`src/rtl/prom_burn_pkg.sv`:
```
package prom_burn_pkg;

   // Mode selector values, bit order {MD3,MD2,MD1,MD0}
   typedef enum logic [3:0] {
      MD_OFF     = 4'b0000,
      MD_VERIFY  = 4'b1000,
      MD_WRITE   = 4'b1010,
      MD_INHIBIT = 4'b1011,
      MD_CLEAR   = 4'b0110
   } md_e;

   typedef enum logic [3:0] {
      ST_IDLE, ST_SETTLE, ST_CLEAR, ST_RAISE, ST_INH0, ST_FETCH, ST_LOAD,
      ST_WRITE, ST_POSTW, ST_VERIFY, ST_EXTRA, ST_POSTX, ST_STEP,
      ST_FINCLR, ST_FINDROP
   } seq_st_e;

   // Rounded-up cycle count for an interval in nanoseconds, at least 1
   function automatic int unsigned cyc_of_ns(int unsigned hz, longint unsigned ns);
      longint unsigned p;
      longint unsigned c;
      p = longint'(hz) * ns;
      c = (p + 64'd999_999_999) / 64'd1_000_000_000;
      if (c == 0) c = 1;
      return int'(c);
   endfunction

   // Step-clock half period: minimum width and maximum frequency both met
   function automatic int unsigned half_cyc(int unsigned hz);
      int unsigned a;
      int unsigned b;
      a = cyc_of_ns(hz, 64'd125);
      b = int'((longint'(hz) + 64'd8_379_999) / 64'd8_380_000);
      if (b > a) a = b;
      if (a == 0) a = 1;
      return a;
   endfunction

endpackage

```
`src/rtl/prom_burn_timer.sv`:
```
module prom_burn_timer #(
   parameter int unsigned W = 16
) (
   input  logic         clk,
   input  logic         rst_n,
   input  logic         ld,
   input  logic [W-1:0] ld_val,
   output logic         zero
);
   logic [W-1:0] cnt_q;

   always_ff @(posedge clk or negedge rst_n) begin
      if (!rst_n)             cnt_q <= '0;
      else if (ld)            cnt_q <= ld_val - 1'b1;
      else if (cnt_q != '0)   cnt_q <= cnt_q - 1'b1;
   end

   assign zero = (cnt_q == '0);
endmodule

```
`src/rtl/prom_burn_clkgen.sv`:
```
module prom_burn_clkgen #(
   parameter int unsigned HALF   = 2,
   parameter int unsigned NPULSE = 4
) (
   input  logic clk,
   input  logic rst_n,
   input  logic go,
   output logic dclk,
   output logic fin
);
   localparam int unsigned HW = $clog2(HALF + 1);
   localparam int unsigned PW = $clog2(NPULSE + 1);

   logic          act_q;
   logic [HW-1:0] hcnt_q;
   logic [PW-1:0] pcnt_q;

   always_ff @(posedge clk or negedge rst_n) begin
      if (!rst_n) begin
         act_q  <= 1'b0;
         hcnt_q <= '0;
         pcnt_q <= '0;
         dclk   <= 1'b0;
         fin    <= 1'b0;
      end else begin
         fin <= 1'b0;
         if (go) begin
            act_q  <= 1'b1;
            dclk   <= 1'b1;
            hcnt_q <= HW'(HALF - 1);
            pcnt_q <= '0;
         end else if (act_q) begin
            if (hcnt_q != '0) begin
               hcnt_q <= hcnt_q - 1'b1;
            end else if (dclk) begin
               dclk   <= 1'b0;
               hcnt_q <= HW'(HALF - 1);
            end else if (pcnt_q == PW'(NPULSE - 1)) begin
               act_q <= 1'b0;
               fin   <= 1'b1;
            end else begin
               pcnt_q <= pcnt_q + 1'b1;
               dclk   <= 1'b1;
               hcnt_q <= HW'(HALF - 1);
            end
         end
      end
   end
endmodule

```
`src/rtl/prom_burn_sync.sv`:
```
module prom_burn_sync #(
   parameter int unsigned WIDTH  = 8,
   parameter int unsigned STAGES = 2
) (
   input  logic             clk,
   input  logic             rst_n,
   input  logic [WIDTH-1:0] d,
   output logic [WIDTH-1:0] q
);
   generate
      if (STAGES == 0) begin : g_direct
         assign q = d;
      end else begin : g_chain
         logic [WIDTH-1:0] pipe_q [STAGES];
         for (genvar i = 0; i < STAGES; i++) begin : g_stage
            always_ff @(posedge clk or negedge rst_n) begin
               if (!rst_n)      pipe_q[i] <= '0;
               else if (i == 0) pipe_q[i] <= d;
               else             pipe_q[i] <= pipe_q[(i == 0) ? 0 : i-1];
            end
         end
         assign q = pipe_q[STAGES-1];
      end
   endgenerate
endmodule

```
`src/rtl/prom_burn_seq.sv`:
```
module prom_burn_seq
   import prom_burn_pkg::*;
#(
   parameter int unsigned SYS_HZ      = 50_000_000,
   parameter int unsigned ADDR_W      = 15,
   parameter int unsigned PULSE_US    = 1000,
   parameter int unsigned SETTLE_US   = 10,
   parameter int unsigned GAP_NS      = 2000,
   parameter int unsigned MAX_TRY     = 25,
   parameter int unsigned SYNC_STAGES = 2
) (
   input  logic              clk,
   input  logic              rst_n,
   input  logic              start_i,
   input  logic              verify_only_i,
   input  logic [ADDR_W-1:0] last_addr_i,
   output logic              img_rd_o,
   output logic [ADDR_W-1:0] img_addr_o,
   input  logic [7:0]        img_data_i,
   output logic [3:0]        md_o,
   output logic              dclk_o,
   output logic [7:0]        bus_o,
   output logic              bus_oe_o,
   input  logic [7:0]        bus_i,
   output logic              sup_on_o,
   output logic              prog_lvl_o,
   output logic              busy_o,
   output logic              done_o,
   output logic              err_o,
   output logic [ADDR_W-1:0] err_addr_o
);
   localparam int unsigned PULSE_CYC  = cyc_of_ns(SYS_HZ, longint'(PULSE_US) * 1000);
   localparam int unsigned SETTLE_CYC = cyc_of_ns(SYS_HZ, longint'(SETTLE_US) * 1000);
   localparam int unsigned GAP_CYC    = cyc_of_ns(SYS_HZ, longint'(GAP_NS));
   localparam int unsigned HALF_CYC   = half_cyc(SYS_HZ);
   localparam int unsigned MAX_A      = (PULSE_CYC > SETTLE_CYC) ? PULSE_CYC : SETTLE_CYC;
   localparam int unsigned MAX_CYC    = (MAX_A > GAP_CYC) ? MAX_A : GAP_CYC;
   localparam int unsigned TW         = $clog2(MAX_CYC + 1);
   localparam int unsigned TRW        = $clog2(MAX_TRY + 1);

   generate
      if (MAX_TRY < 1) begin : g_bad_try
         $error("MAX_TRY must be at least 1");
      end
      if (GAP_CYC <= SYNC_STAGES) begin : g_bad_gap
         $error("verify window must exceed the readback synchroniser depth");
      end
      if (ADDR_W < 1) begin : g_bad_addr
         $error("ADDR_W must be at least 1");
      end
   endgenerate

   seq_st_e           st_q, st_d;
   logic              tmr_ld, tmr_zero;
   logic [TW-1:0]     tmr_val;
   logic              ck_go, ck_fin;
   logic [7:0]        rb;
   logic              vonly_q;
   logic [ADDR_W-1:0] last_q, addr_q;
   logic [7:0]        data_q;
   logic [TRW-1:0]    try_q, xleft_q;
   logic              rb_match, give_up;

   prom_burn_timer #(.W(TW)) u_tmr (
      .clk(clk), .rst_n(rst_n), .ld(tmr_ld), .ld_val(tmr_val), .zero(tmr_zero)
   );

   prom_burn_clkgen #(.HALF(HALF_CYC), .NPULSE(4)) u_ck (
      .clk(clk), .rst_n(rst_n), .go(ck_go), .dclk(dclk_o), .fin(ck_fin)
   );

   prom_burn_sync #(.WIDTH(8), .STAGES(SYNC_STAGES)) u_rb (
      .clk(clk), .rst_n(rst_n), .d(bus_i), .q(rb)
   );

   assign rb_match = (rb == data_q);
   assign give_up  = vonly_q || (try_q == TRW'(MAX_TRY));

   always_comb begin
      st_d     = st_q;
      tmr_ld   = 1'b0;
      tmr_val  = TW'(GAP_CYC);
      ck_go    = 1'b0;
      img_rd_o = 1'b0;
      unique case (st_q)
         ST_IDLE:    if (start_i) begin
                        st_d = ST_SETTLE; tmr_ld = 1'b1; tmr_val = TW'(SETTLE_CYC);
                     end
         ST_SETTLE:  if (tmr_zero) begin st_d = ST_CLEAR; tmr_ld = 1'b1; end
         ST_CLEAR:   if (tmr_zero) begin st_d = ST_RAISE; tmr_ld = 1'b1; end
         ST_RAISE:   if (tmr_zero) begin st_d = ST_INH0;  tmr_ld = 1'b1; end
         ST_INH0:    if (tmr_zero) st_d = ST_FETCH;
         ST_FETCH:   begin img_rd_o = 1'b1; st_d = ST_LOAD; end
         ST_LOAD:    begin
                        tmr_ld = 1'b1;
                        if (vonly_q) st_d = ST_VERIFY;
                        else begin st_d = ST_WRITE; tmr_val = TW'(PULSE_CYC); end
                     end
         ST_WRITE:   if (tmr_zero) begin st_d = ST_POSTW; tmr_ld = 1'b1; end
         ST_POSTW:   if (tmr_zero) begin st_d = ST_VERIFY; tmr_ld = 1'b1; end
         ST_VERIFY:  if (tmr_zero) begin
                        if (rb_match && vonly_q) begin
                           st_d = ST_STEP; ck_go = 1'b1;
                        end else if (rb_match) begin
                           st_d = ST_EXTRA; tmr_ld = 1'b1; tmr_val = TW'(PULSE_CYC);
                        end else if (give_up) begin
                           st_d = ST_FINCLR; tmr_ld = 1'b1;
                        end else begin
                           st_d = ST_WRITE; tmr_ld = 1'b1; tmr_val = TW'(PULSE_CYC);
                        end
                     end
         ST_EXTRA:   if (tmr_zero) begin
                        tmr_ld = 1'b1;
                        if (xleft_q == TRW'(1)) st_d = ST_POSTX;
                        else tmr_val = TW'(PULSE_CYC);
                     end
         ST_POSTX:   if (tmr_zero) begin st_d = ST_STEP; ck_go = 1'b1; end
         ST_STEP:    if (ck_fin) begin
                        if (addr_q == last_q) begin st_d = ST_FINCLR; tmr_ld = 1'b1; end
                        else st_d = ST_FETCH;
                     end
         ST_FINCLR:  if (tmr_zero) begin st_d = ST_FINDROP; tmr_ld = 1'b1; end
         ST_FINDROP: if (tmr_zero) st_d = ST_IDLE;
         default:    st_d = ST_IDLE;
      endcase
   end

   always_ff @(posedge clk or negedge rst_n) begin
      if (!rst_n) begin
         st_q       <= ST_IDLE;
         vonly_q    <= 1'b0;
         last_q     <= '0;
         addr_q     <= '0;
         data_q     <= '0;
         try_q      <= '0;
         xleft_q    <= '0;
         done_o     <= 1'b0;
         err_o      <= 1'b0;
         err_addr_o <= '0;
      end else begin
         st_q <= st_d;
         case (st_q)
            ST_IDLE: if (start_i) begin
               vonly_q    <= verify_only_i;
               last_q     <= last_addr_i;
               addr_q     <= '0;
               done_o     <= 1'b0;
               err_o      <= 1'b0;
               err_addr_o <= '0;
            end
            ST_LOAD: begin
               data_q <= img_data_i;
               try_q  <= vonly_q ? TRW'(0) : TRW'(1);
            end
            ST_VERIFY: if (tmr_zero) begin
               if (rb_match)     xleft_q <= try_q;
               else if (give_up) begin
                  err_o      <= 1'b1;
                  err_addr_o <= addr_q;
               end else          try_q <= try_q + 1'b1;
            end
            ST_EXTRA: if (tmr_zero && xleft_q != TRW'(1)) xleft_q <= xleft_q - 1'b1;
            ST_STEP: if (ck_fin && addr_q != last_q) addr_q <= addr_q + 1'b1;
            ST_FINDROP: if (tmr_zero) done_o <= 1'b1;
            default: ;
         endcase
      end
   end

   always_comb begin
      unique case (st_q)
         ST_IDLE, ST_SETTLE:              md_o = MD_OFF;
         ST_CLEAR, ST_RAISE,
         ST_FINCLR, ST_FINDROP:           md_o = MD_CLEAR;
         ST_WRITE, ST_EXTRA:              md_o = MD_WRITE;
         ST_VERIFY:                       md_o = MD_VERIFY;
         default:                         md_o = MD_INHIBIT;
      endcase
   end

   assign img_addr_o = addr_q;
   assign bus_o      = data_q;
   assign bus_oe_o   = (st_q == ST_WRITE) || (st_q == ST_EXTRA);
   assign busy_o     = (st_q != ST_IDLE);
   assign sup_on_o   = (st_q != ST_IDLE);
   assign prog_lvl_o = !(st_q inside {ST_IDLE, ST_SETTLE, ST_CLEAR, ST_FINDROP});
endmodule

```
`config.mk`:
```
export PLATFORM = sky130hd
export DESIGN_NAME = prom_burn_seq
export DESIGN_NICKNAME = d
export VERILOG_FILES = /design/src/rtl/prom_burn_pkg.sv /design/src/rtl/prom_burn_timer.sv /design/src/rtl/prom_burn_clkgen.sv /design/src/rtl/prom_burn_sync.sv /design/src/rtl/prom_burn_seq.sv
export SDC_FILE = /design/constraint.sdc
export NUM_CORES = 1
export LEC_CHECK = 0
export ABC_AREA = 1
export BUFFER_PORTS_ARGS = -buffer_cell sky130_fd_sc_hd__buf_2
export CAP_MARGIN = 30
export CORE_UTILIZATION = 55
export DETAILED_ROUTE_END_ITERATION = 7
export PLACE_DENSITY_LB_ADDON = 0.15
export RECOVER_POWER = 25
export SLEW_MARGIN = 20
export SYNTH_ARGS = -nofsm -noshare
export SYNTH_HDL_FRONTEND = slang
export SYNTH_SLANG_ARGS = --single-unit
```
`constraint.sdc`:
```
create_clock -name clk -period 3.3 [get_ports clk]
set_input_delay 0 -clock clk [delete_from_list [all_inputs] [get_ports clk]]
set_output_delay 0 -clock clk [all_outputs]
set_load 0.05 [all_outputs]
```
After elaboration in Yosys (flattened, before gate mapping) --
Memories as Yosys holds them, arrays and structs flattened. Cells that the tools add are included. Widths: inputs -> output; s select.
Storage, ports and cells: register bits 111, bits in read-only memories 64, input bits 35, memories kept 1
Operators by class: add/subtract/negate cells 7, eq/ne operators 45, multiplexer cells 89, reductions and logical operators 30
Memory list:
- (no name shown) | depth 16, width 4, rd ports 1, clocked after Yosys merged registers in 0, write ports 0, RTL line prom_burn_seq.sv:171 | unique case (st_q)
Operator list (number):
- $mux 16 | 9
- $mux 4 | 19
- $mux 15 | 5
- $pmux 16 s4 | 1
- $pmux 15 s2 | 2
- $pmux 4 s15 | 1
- $ne 2x2->1 const B | 22
- $sub 16x1->16 const B | 2
- $mux 3 | 10
- $mux 5 | 6
- $mux 1 | 29
- $eq 4x4->1 const B | 7
- $pmux 5 s2 | 2
- $eq 4x3->1 const B | 4
- $logic_not 16->1 | 1
- $reduce_bool 16->1 | 1
- $add 15x1->15 const B | 1
- $eq 15x15->1 | 1
- $ne 15x15->1 | 1
- $reduce_and 14->1 | 1
- $reduce_bool 2->1 | 7
- $reduce_and 4->1 | 3
- $mux 9 | 1
- $eq 4x2->1 const B | 2
- 24 further kinds | 33

Depth between registers and ports, before layout --
Gate-level depths: netlist of run 1.
depth in word-level cells 9, depth in mapped cells 22, gate-level depth less buffers 21

Cells and area by module --
A second synthesis of run 1 with hierarchy kept.
Unflattened totals: cell total of the unflattened synthesis 897, area, all modules 6690.2 µm²
By module, submodules not included:
- prom_burn_seq | instances 1, cells each 588, area each 4388.0 µm², sequential area each 1751.7 µm²
- prom_burn_timer | instances 1, cells each 221, area each 1310.0 µm², sequential area each 400.4 µm²
- prom_burn_clkgen | instances 1, cells each 64, area each 531.8 µm², sequential area each 225.2 µm²
- prom_burn_sync | instances 1, cells each 24, area each 460.4 µm², sequential area each 400.4 µm²

Worst setup path before layout of run 1 --
No wires, ideal clock.
kind flip-flop to flip-flop, from reg addr_q[0], in the netlist img_addr_o[0], to reg u_tmr.cnt_q[12], data arrival time 2.337 ns, data required time 3.187 ns, setup slack 0.850 ns, cell stages (with the launch flop) 20, clock period less this slack 2.450 ns, cell sequence dfrtp_1 inv_1 nand2_1 nand2_1 nor2_1 nand2_1 nor2_1 nand3_1 nand2_4 inv_4 nand2_4 buf_8 nor2_1 inv_1 ha_1 nand2_2 nor2_2 nand3_1 nand2_1 inv_1
On the way: cells in the longest elaborated chain, start to end 5, elaborated cells between the ends (all ways) 6, those cells by class 1 x eq/ne; 4 x mux; 1 x reduce/logical
Ends and longest elaborated chain:
- start, declared | RTL line prom_burn_seq.sv:59 | logic [ADDR_W-1:0] last_q, addr_q;
- start signal, assigned | RTL line prom_burn_seq.sv:163 | ST_STEP: if (ck_fin && addr_q != last_q) addr_q <= addr_q + 1'b1;
- $eq 15x15->1 (*) | RTL line prom_burn_seq.sv:119 | if (addr_q == last_q) begin st_d = ST_FINCLR; tmr_ld = 1'b1; end
- $mux 1 (*) | RTL line prom_burn_seq.sv:119
- $mux 1 (*) | RTL line prom_burn_seq.sv:118 | ST_STEP: if (ck_fin) begin
- $pmux 1 s5 (*) | RTL line prom_burn_seq.sv:85 | unique case (st_q)
- $mux 16 / $reduce_bool 2->1 (equally long branches)
- end signal, assigned | RTL line prom_burn_timer.sv:14 | else if (ld) cnt_q <= ld_val - 1'b1;
- end signal, assigned | RTL line prom_burn_timer.sv:15 | else if (cnt_q != '0) cnt_q <= cnt_q - 1'b1;
- end, declared | RTL line prom_burn_timer.sv:10 | logic [W-1:0] cnt_q;
Mark *: on every way between the ends. The rest lies on a longest branch, timed or not. A chain may end at the register's enable or synchronous reset.

Final worst setup path of run 1 --
from reg st_q[1], to reg err_addr_o[5]
On the way: cells in the longest elaborated chain, start to end 3, elaborated cells between the ends (all ways) 9, those cells by class 5 x eq/ne; 1 x mux; 3 x reduce/logical
Ends and longest elaborated chain:
- start, declared | RTL line prom_burn_seq.sv:53 | seq_st_e st_q, st_d;
- start signal, assigned | RTL line prom_burn_seq.sv:141 | st_q <= st_d;
- $eq 4x4->1 / $logic_not 4->1 (equally long branches) | RTL line prom_burn_seq.sv:142 | case (st_q)
- $ne 2x2->1 (no line) / $reduce_bool 2->1 (equally long branches)
- $reduce_and 5->1 (no line)
- end signal, assigned | RTL line prom_burn_seq.sv:159 | err_addr_o <= addr_q;
- end, declared | RTL line prom_burn_seq.sv:30 | output logic [ADDR_W-1:0] err_addr_o
Several ways; a longest one is shown, not always the timed one.

==> results.cfg, run 1 <==
[min_path]
hp-class = primary input to flip-flop
hold_depth = 6
holdCritStartpoint = start_i

[grt]
grt_max_degree = 64
grt_pass1_wl_um = 24500
antenna_found_initial = 0
track_usage_pct = 27.9
grt_pass1_vias = 5281
overflow = 0

[sta]
final.setup.tns_ns = 0
finalSetupViolations = 0
rsz0062_at_grt = false
drv_slew = 64
whs_ns = 0.128
finalCritPeriodShare_pct = 86.4
setup_ws_ns = 0.450
max_freq_mhz = 351
worst_slew_pin_slew_ns = 1.60
finalHoldViolCount = 0
post-route-min-period_ns = 2.85
skew_ns = 0.0175
slew_headroom_pct = -6.61

[die]
rows = 37
initial_core_util_pct = 57.0
die_w_um = 106
die-height_um = 106
ios = 85
core_area_mm2 = 0.0104
dieArea_mm2 = 0.0112

[synth]
ys_seq_elements = 111
synthCells = 752
syn_nets = 802
async_reset_ff_share_pct = 100
synth_edf_count = 0
netlist_area_mm2 = 0.00591
synth.avg_cell_area_um2 = 7.86
yosysSeqAreaShare_pct = 47.0
yosys_warnings = 0
ys_types = 43
ys.flop_type = dfrtp_1

[worst_setup_path]
arrival_ns = 3.14
cp-start-kind = flip-flop
timing.rr.start = st_q[1]
reg2reg_slack_ns = 0.45
cp-startpoint = st_q[1]
critPathCaptureType = flip-flop
criticalPathCategory = flip-flop to flip-flop
path_max_fanout = 16
ff2ff_path_depth = 11
required_ns = 3.59

[pwr]
leakagePower_nw = 3.60
p_int_mw = 2.92
p_switching_mw = 2.56
seqPwrFrac_pct = 34.4
clkPwrFrac_pct = 16.5
power.density_mw_per_mm2 = 778
switching_share_pct = 46.7
ir_worst_vdd_mv = 0.569
finalPower_mw = 5.49
combPwrFrac_pct = 49.0

[placed_design]
pre_cts_ws_ns = 0.492
port_buffers = 84
gp_congestion = 0.899
dp_hpwl_um = 10600

[finish]
syn2layout_area_growth_pct = 19.4
nNetsFinal = 927
final_cell_mix = 186 x nand2_1, 116 x inv_1, 111 x dfrtp_1, 83 x buf_2, 66 x nor2_1
antenna_cells = 0
layout_commonest_cell = nand2_1
fillerInstances = 926
layout-drive-gt1-share_pct = 17.9

[cts]
cts_root_buffer = clkbuf_8
clk_latency_ns = 0.40
clock-sinks = 111
path_clk_slew_ns = 0.11
htreeDepth = 3
post-cts-setup-buffers = 0
numCtsBuffers = 9
cts_resized = 0
max-clock-path-buffers = 2
cts_tree = yes

[detailed_routing]
drt-vias-per-instance = 5.24
first_iter_violations = 292
vias = 5336
wl_per_cell_um = 14.3
postRouteAntennaNets = 0
first_pass_iters = 7
drt_wl_total_um = 14600
post-route-drc-count = 0

[run]
drv_cap = 1

[run_status]
status = finished, violations left
violations = capacitance limit, slew limit
[power by group through the flow]
stage                     Combinational, mW  Clock (mW)  Sequential (mW)
after floorplan                        1.82           0             2.07
after global placement                 2.60           0             1.89
after detailed placement               2.64           0             1.91
after CTS                              2.68       0.934             1.88
after global routing                   2.97       0.992             1.92
final                                  2.69       0.908             1.89
[stage by stage]
step / area, µm² / util, % / std cells
4_1_cts: 7060 / 68.0 / 1018
3_3_place_gp: 6500 / 62.7 / 969
2_1_floorplan: 5910 / - / 752
5_1_grt: 7050 / 68.0 / 1018
3_5_place_dp: 6500 / 62.7 / 969
6_report: 7050 / 68.0 / 1018
[cell usage after synthesis, types with 2 or more instances]
library cell,number,area share (%)
nand2_1,186,12
inv_1,116,7.4
dfrtp_1,111,47
nor2_1,66,4.2
o21ai_0,64,5.4
nand3_1,35,3.0
a21oi_1,21,1.8
o22ai_1,17,1.8
ha_1,15,3.2
nor3_1,15,1.3
inv_2,13,0.83
nor2_2,8,0.85
xor2_1,8,1.2
clkbuf_1,7,0.44
nand4_1,7,0.74
nor2_4,6,1.1
nand2_2,5,0.53
nor4_1,5,0.53
xnor2_1,5,0.74
nand2_4,4,0.76
nand3_2,4,0.68
a21oi_2,3,0.44
o21ai_1,3,0.25
a31oi_1,2,0.21
buf_2,2,0.17
buf_4,2,0.25
inv_4,2,0.21
nor2_8,2,0.68
o211ai_1,2,0.25
o41ai_1,2,0.30
or2_2,2,0.21
[what timing repair did]
action                                 CTS  global route
setup endpoints to repair                0             0
hold buffers                            33             0
endpoints found under the hold margin   93             0
[sequential cells by signal, indices dropped and copies added (netlist names)]
| signal | cells |
|---|---|
| u_ck.fin | 1 |
| xleft_q | 5 |
| u_tmr.cnt_q | 16 |
| u_ck.pcnt_q | 3 |
| u_ck.act_q | 1 |
| u_ck.hcnt_q | 3 |
| st_q | 4 |
| done_o | 1 |
| err_addr_o | 15 |
| last_q | 15 |
| img_addr_o | 15 |
| bus_o | 8 |
| try_q | 5 |
| u_rb.g_chain.pipe_q | 8 |
| err_o | 1 |
| vonly_q | 1 |
| u_ck.dclk | 1 |
| u_rb.q | 8 |
[layout make-up]
class                   instances  area [µm²]  area share [%]
clock inverters                 5        81.3            1.15
inverters                     131         497            7.04
repair buffers                126         818            11.6
multi-input cells             498        2570            36.4
well taps                     136         170            2.41
flip-flops and latches        111        2780            39.4
clock buffers                  11         141            2.00
[worst max-delay path, cell delays in order, from the launching register on]
cell and delay [ns]:
dfrtp_1 0.41, inv_1 0.16, ha_1 0.20, inv_1 0.10, nor2_1 0.44, buf_4 0.24
inv_1 0.10, nor2_1 0.17, inv_1 0.09, a21oi_2 0.15, nand2_1 0.41, o22ai_1 0.29
[cell families (layout without fill, tap and decap cells)]
group                    count (synthesis)  in the layout  share of synthesized area [%]
AO/OA/AOI/OAI                          121            121                           11.4
XOR/XNOR                                13             13                           1.93
adder cells (fa/ha/maj)                 15             15                           3.18
buffers and inverters                  143            273                           9.53
flip-flops                             111            111                           47.0
multiplexers                             1              1                          0.169
AND/OR/NAND/NOR                        348            348                           26.8
[routing by layer]
layer  vias to the layer above  track usage [%]  share of wire [%]
met5                         -                0                  0
met4                         0             9.23                1.7
li1                       2634                -                  -
met2                       146             47.9                 50
met3                        25             5.81                4.3
met1                      2531             35.1                 44
[final timing paths]
check,to
setup / recovery,err_addr_o[5]
hold / removal,img_addr_o[2]
hold reg to reg,u_rb.q[5]
setup reg to reg,err_addr_o[5]
max in group asynchronous,bus_o[1]
min in group asynchronous,err_addr_o[9]
Power figures use the tool's default switching activity.
==> run 2, diff against run 1 <==
- clock period: 3.3 -> 3.07 ns (I/O delays scaled with it)
==> run 2 against run 1 <==
  * The flow still finishes with violations (capacitance limit, slew limit)
  * Sequential share of layout area is 0.18 points lower
  * Clock skew up 0.0027 ns
  * Via count increased by 0.84%
  * Critical path depth is 5 higher
  * Register-to-register slack worse by 0.08 ns
  * Sequential cell count unchanged
  * Core utilization rose by 0.31 points
  * Final area increased by 0.46%
  * Hold slack gained 0.075 ns
  * Clock-buffer cell count fell by 2
  * Die area is the same
  * Critical path type unchanged
==> results.cfg, run 2 (synthesis gave the netlist of run 1 again) <==
[placed_design]
gp_congestion = 0.896
port_buffers = 84
dp_hpwl_um = 10600
pre_cts_ws_ns = 0.412
dpl-instance-area_mm2 = 0.00652

[worst_setup_path]
crit_chain = inv_1, ha_1, nand3_1, a21oi_1, nand2_1, nor2_1, nand3_1, nand2_4, inv_4, nand2_4, nor2_1, inv_1, ha_1, nand4_1, o21ai_0, nand2_1
crit_buf_inv = 3
critPathCaptureType = flip-flop
critPathMaxStageDelay_ns = 0.42
required_ns = 3.35
arrival_ns = 2.99
cp-start-kind = flip-flop
cpLargestDelayFamily = simple AND/OR/NAND/NOR gates
timing.rr.start = st_q[1]
path_max_fanout = 11
slowest_stage = dfrtp_1
criticalPathCategory = flip-flop to flip-flop
r2r_end = u_tmr.cnt_q[10]
ff2ff_path_depth = 16
reg2reg_slack_ns = 0.37

[finish]
layout-drive-gt1-share_pct = 18.1
nNetsFinal = 928
antenna_cells = 0
final_cell_mix = 186 x nand2_1, 116 x inv_1, 111 x dfrtp_1, 83 x buf_2, 66 x nor2_1
layout_commonest_cell = nand2_1
fillerInstances = 863
top_register = u_tmr.cnt_q
stdcell_area_mm2 = 0.00709
largest_reg_flops = 16
syn2layout_area_growth_pct = 19.9

[grt]
grt_max_degree = 68
grt_pass1_vias = 5338
antenna_found_initial = 0
overflow = 0
track_usage_pct = 27.9
grt_pass1_wl_um = 24400

[sta]
skew_ns = 0.0201
post-route-min-period_ns = 2.70
slew_headroom_pct = -11.0
finalSetupViolations = 0
rsz0062_at_grt = false
max_freq_mhz = 370
setup_ws_ns = 0.367
worst_slew_pin_slew_ns = 1.67
finalHoldViolCount = 0
drv_slew = 67
finalCritPeriodShare_pct = 88.0
final.setup.tns_ns = 0

[die]
ios = 85
dieArea_mm2 = 0.0112
core_area_mm2 = 0.0104
die-height_um = 106
rows = 37
initial_core_util_pct = 57.0
die_w_um = 106

[run_status]
status = finished, violations left
violations = capacitance limit, slew limit

[cts]
clock-sinks = 111
clk_latency_ns = 0.40
htreeDepth = 3
cts_root_buffer = clkbuf_8
path_clk_slew_ns = 0.12
numCtsBuffers = 9
max-clock-path-buffers = 2
cts_tree = yes

[run]
drv_cap = 1

[detailed_routing]
post-route-drc-count = 0
vias = 5381
first_iter_violations = 334
first_pass_iters = 7
postRouteAntennaNets = 0
drt-vias-per-instance = 5.28
wl_per_cell_um = 14.5
drt_wl_total_um = 14800

[min_path]
hold_depth = 7
holdCritStartpoint = start_i
min_to = last_q[3]
hp-class = primary input to flip-flop

[pwr]
switching_share_pct = 47.1
seqPwrFrac_pct = 34.1
ir_worst_vdd_mv = 0.716
p_switching_mw = 2.81
leakagePower_nw = 3.62
clkPwrFrac_pct = 17.1
p_int_mw = 3.15
power.density_mw_per_mm2 = 841
combPwrFrac_pct = 48.9
==> run 2: layout make-up <==
class / count / area, µm² / share of cell area, %
Sequential cell: 111 / 2780 / 39.2
Clock inverter: 7 / 111 / 1.57
Multi-Input combinational cell: 498 / 2570 / 36.2
Clock buffer: 9 / 124 / 1.75
Timing Repair Buffer: 127 / 838 / 11.8
Tap cell: 136 / 170 / 2.40
Inverter: 131 / 497 / 7.01
==> run 2: power by group through the flow <==
stage,clock (mW),sequential (mW),combinational (mW)
floorplan,0,2.23,1.96
global placement,0,2.03,2.80
finish,1.02,2.03,2.91
CTS,1.05,2.03,2.90
global route,1.09,2.06,3.22
detailed placement,0,2.05,2.86
==> run 2: what timing repair did <==
item                                    CTS  global route
gates resized for setup                   0             0
hold buffers                             33             0
endpoints found under the setup margin    0             0
buffers inserted                          0             0
endpoints found under the hold margin    98             0
==> run 2: metrics by stage <==
| stage | instances | hold slack [ns] | utilization (%) | total power, mW |
|---|---|---|---|---|
| global route | 1019 | 0.221 | 68.3 | 6.38 |
| global placement | 970 | 0.109 | 62.9 | 4.83 |
| finish | 1019 | 0.202 | 68.3 | 5.96 |
| floorplan | 752 | -0.296 | - | 4.19 |
| detailed placement | 970 | 0.109 | 62.9 | 4.91 |
| CTS | 1019 | 0.183 | 68.4 | 5.98 |
==> run 2: worst max-delay path by stage <==
stage                        startpoint         endpoint  slack, ns  depth (start not counted)
final                           st_q[1]  u_tmr.cnt_q[10]       0.37                         16
after global routing            st_q[0]  u_tmr.cnt_q[12]       0.12                         18
after CTS                       st_q[0]  u_tmr.cnt_q[10]       0.38                         16
after detailed placement        st_q[0]  u_tmr.cnt_q[10]       0.41                         16
after global placement          st_q[1]  u_tmr.cnt_q[12]       0.50                         18
after floorplan           img_addr_o[0]  u_tmr.cnt_q[12]       0.62                         19
==> run 2: routing by layer <==
| layer | wire (µm) | up-vias | global-route usage, % |
|---|---|---|---|
| li1 | - | 2645 | - |
| met1 | 6550 | 2552 | 35.7 |
| met2 | 7260 | 164 | 46.8 |
| met3 | 720 | 20 | 5.44 |
| met4 | 263 | 0 | 10.8 |
| met5 | 0 | - | 0 |
==> run 2: worst reg2reg max path: stages (launching register included) <==
cell,delay (ns)
dfrtp_1,0.42
inv_1,0.17
ha_1,0.21
nand3_1,0.14
a21oi_1,0.15
nand2_1,0.06
nor2_1,0.14
nand3_1,0.14
nand2_4,0.10
inv_4,0.06
nand2_4,0.17
nor2_1,0.09
inv_1,0.06
ha_1,0.24
nand4_1,0.19
o21ai_0,0.20
nand2_1,0.07
==> run 3, diff against run 2 <==
- SYNTH_HIERARCHICAL: not set -> 1
==> run 3 against run 2 <==
  * The flow finishes with violations (DRC)
  * Combinational power rose by 16%
  * First-iteration DRC count grew 19%
  * Critical path depth grew 3
  * Final cell count grew 14%
  * Core utilization is 0.41 points lower
  * Die area is 13% higher
  * Synthesized area rose by 13%
  * Global-route usage fell by 1.6 points
  * Critical endpoint is now u_tmr/cnt_q[14]
  * Largest power group unchanged
==> results.cfg, run 3 <==
[grt]
overflow = 0
antenna_found_initial = 0
grt_pass1_vias = 5545
grt_pass1_wl_um = 26100
track_usage_pct = 26.3
grt_max_degree = 112

[sta]
post-route-min-period_ns = 2.82
finalCritPeriodShare_pct = 91.8
finalHoldViolCount = 0
worst_slew_pin_slew_ns = 1.49
whs_ns = 0.205
slew_headroom_pct = 0.472
skew_ns = 0.0146
final.setup.tns_ns = 0
drv_slew = 0
finalSetupViolations = 0
max_freq_mhz = 355

[worst_setup_path]
critPathCaptureType = flip-flop
cp-start-kind = flip-flop
required_ns = 3.36
reg2reg_slack_ns = 0.25
criticalPathCategory = flip-flop to flip-flop
path_max_fanout = 16
arrival_ns = 3.11
ff2ff_path_depth = 19
endpoint = u_tmr/cnt_q[14]
r2r_end = u_tmr/cnt_q[14]
cp-startpoint = st_q[1]
timing.rr.start = st_q[1]

[placed_design]
port_buffers = 84
dpl-instance-area_mm2 = 0.00722
dp_hpwl_um = 11000
gp_congestion = 0.921

[synth]
synth.top_cell.area_share_pct = 41.5
yosysSeqAreaShare_pct = 41.5
netlist_area_mm2 = 0.00669
synth_common_cells = 302 x nand2_1, 111 x dfrtp_1, 93 x nor2_1, 86 x inv_1, 68 x nand3_1
synth.avg_cell_area_um2 = 7.46
ys_seq_elements = 111
synth_area_leaders = dfrtp_1 42%, nand2_1 17%, nor2_1 5.2%, nand3_1 5.1%, inv_1 4.8%
yosys_warnings = 6
synth_edf_count = 0
async_reset_ff_share_pct = 100
ys_types = 40
synthCells = 897
yosys.area.top_type = dfrtp_1
post-synth-top-count-cell = nand2_1
ys.flop_type = dfrtp_1

[die]
ios = 85
rows = 39
die_w_um = 112
core_area_mm2 = 0.0116
dieArea_mm2 = 0.0126
initial_core_util_pct = 57.6
die-height_um = 112

[cts]
htreeDepth = 3
cts_tree = yes
numCtsBuffers = 9
max-clock-path-buffers = 2
cts_root_buffer = clkbuf_16
path_clk_slew_ns = 0.08
clk_latency_ns = 0.36
clock-sinks = 111

[finish]
fillerInstances = 1018
top_register = u_tmr/cnt_q
syn2layout_area_growth_pct = 17.9
layout-drive-gt1-share_pct = 19.6
final_cell_mix = 301 x nand2_1, 111 x dfrtp_1, 91 x nor2_1, 85 x inv_1, 83 x buf_2
stdcell_area_mm2 = 0.00789
layout_commonest_cell = nand2_1
antenna_cells = 0
largest_reg_flops = 16
nNetsFinal = 1069

[detailed_routing]
drt-vias-per-instance = 5.20
post-route-drc-count = 4
first_pass_iters = 8
first_iter_violations = 397
postRouteAntennaNets = 0
wl_per_cell_um = 13.6
drt_wl_total_um = 15900
vias = 6067

[pwr]
power.density_mw_per_mm2 = 829
clkPwrFrac_pct = 17.5
combPwrFrac_pct = 51.6
p_int_mw = 3.44
switching_share_pct = 47.4
leakagePower_nw = 4.12
seqPwrFrac_pct = 30.8
p_switching_mw = 3.10
ir_worst_vdd_mv = 0.435

[run]
drv_cap = 0

[run_status]
status = finished, violations left
violations = DRC

[min_path]
hp-class = primary input to flip-flop
-- run 3: cell count changes after synthesis, sizes merged, moves of 5 or more --
| cell | previous run | this run |
|---|---|---|
| buf | 5 | 30 |
| clkbuf | 7 | 2 |
| inv | 131 | 93 |
| nand2 | 195 | 326 |
| nand3 | 39 | 73 |
| nand3b | 0 | 6 |
| nand4 | 7 | 13 |
| nor2 | 82 | 104 |
| nor3 | 16 | 9 |
| nor4 | 5 | 0 |
| o21ai | 67 | 45 |
| o22ai | 17 | 1 |
| xnor2 | 5 | 10 |
| xor2 | 8 | 15 |
-- run 3: cell families after synthesis --
| group | share of synthesized area [%] |
|---|---|
| DFF | 41.5 |
| and+or+nand+nor | 35.3 |
| xor gates and xnor gates | 3.27 |
| AOI/OAI and AO/OA | 7.52 |
| adders and majority gates | 2.62 |
| buffers and inverters | 9.01 |
| muxes | 0.673 |
| other | 0.112 |
-- run 3: cell type report --
class	count	area, µm²	share of cell area, %
clock buffer	9	225	2.86
clock inverter	5	58.8	0.746
inverter	94	360	4.57
multi-input combinational	669	3370	42.7
sequential	111	2780	35.2
tap	143	179	2.27
timing repair buffer	135	918	11.6
-- run 3: what timing repair did --
item	CTS	global route
resized for setup	0	7
hold buffers	33	0
hold endpoints to repair	143	0
endpoints found under the setup margin	0	12
setup buffers	0	2
-- run 3: worst min path at each step --
stage / from / end / depth (start not counted)
after floorplan: rst_n / bus_o[0] / 0
after global placement: bus_i[6] / u_rb/g_chain.pipe_q[14] / 1
after detailed placement: bus_i[0] / u_rb/g_chain.pipe_q[8] / 1
after CTS: start_i / last_q[13] / 6
after global routing: start_i / last_q[13] / 6
final: start_i / last_q[13] / 6
-- run 3: power groups by stage --
stage	Clock, mW	Combinational [mW]	Sequential, mW
after CTS	1.18	3.26	2.01
after global placement	0	3.18	2.03
after global routing	1.24	3.74	2.05
after detailed placement	0	3.20	2.04
after floorplan	0	2.45	2.21
final	1.15	3.37	2.02
-- run 3: critical path, stage by stage (launching register included) --
cell and delay [ns]:
dfrtp_1 0.40, inv_1 0.14, ha_1 0.20, inv_1 0.07, buf_4 0.16, nor2_4 0.22
nand2_1 0.08, nand2_1 0.06, nand2_1 0.06, nand3_2 0.13, buf_12 0.17, nand2_1 0.10
o21ai_4 0.09, ha_1 0.21, nand3_2 0.11, inv_2 0.07, nand2_1 0.09, nor2_2 0.14
nand3_1 0.09, a21oi_1 0.15
-- run 3: metrics by stage --
step	utilization (%)	total power, mW	setup WS, ns	instances
after floorplan	-	4.66	0.124	906
after CTS	67.5	6.45	0.157	1163
after global placement	62.2	5.21	0.268	1116
after detailed placement	62.2	5.24	0.174	1116
after global routing	67.9	7.03	-0.0109	1166
final	67.9	6.54	0.250	1166
-- run 3: routing by layer --
layer / share of wire [%] / up-vias / track usage (%)
met3: 5.5 / 27 / 5.94
met4: 2.1 / 0 / 8.98
met5: 0 / - / 0
met2: 48 / 190 / 42.9
met1: 45 / 2800 / 34.6
li1: - / 3050 / -
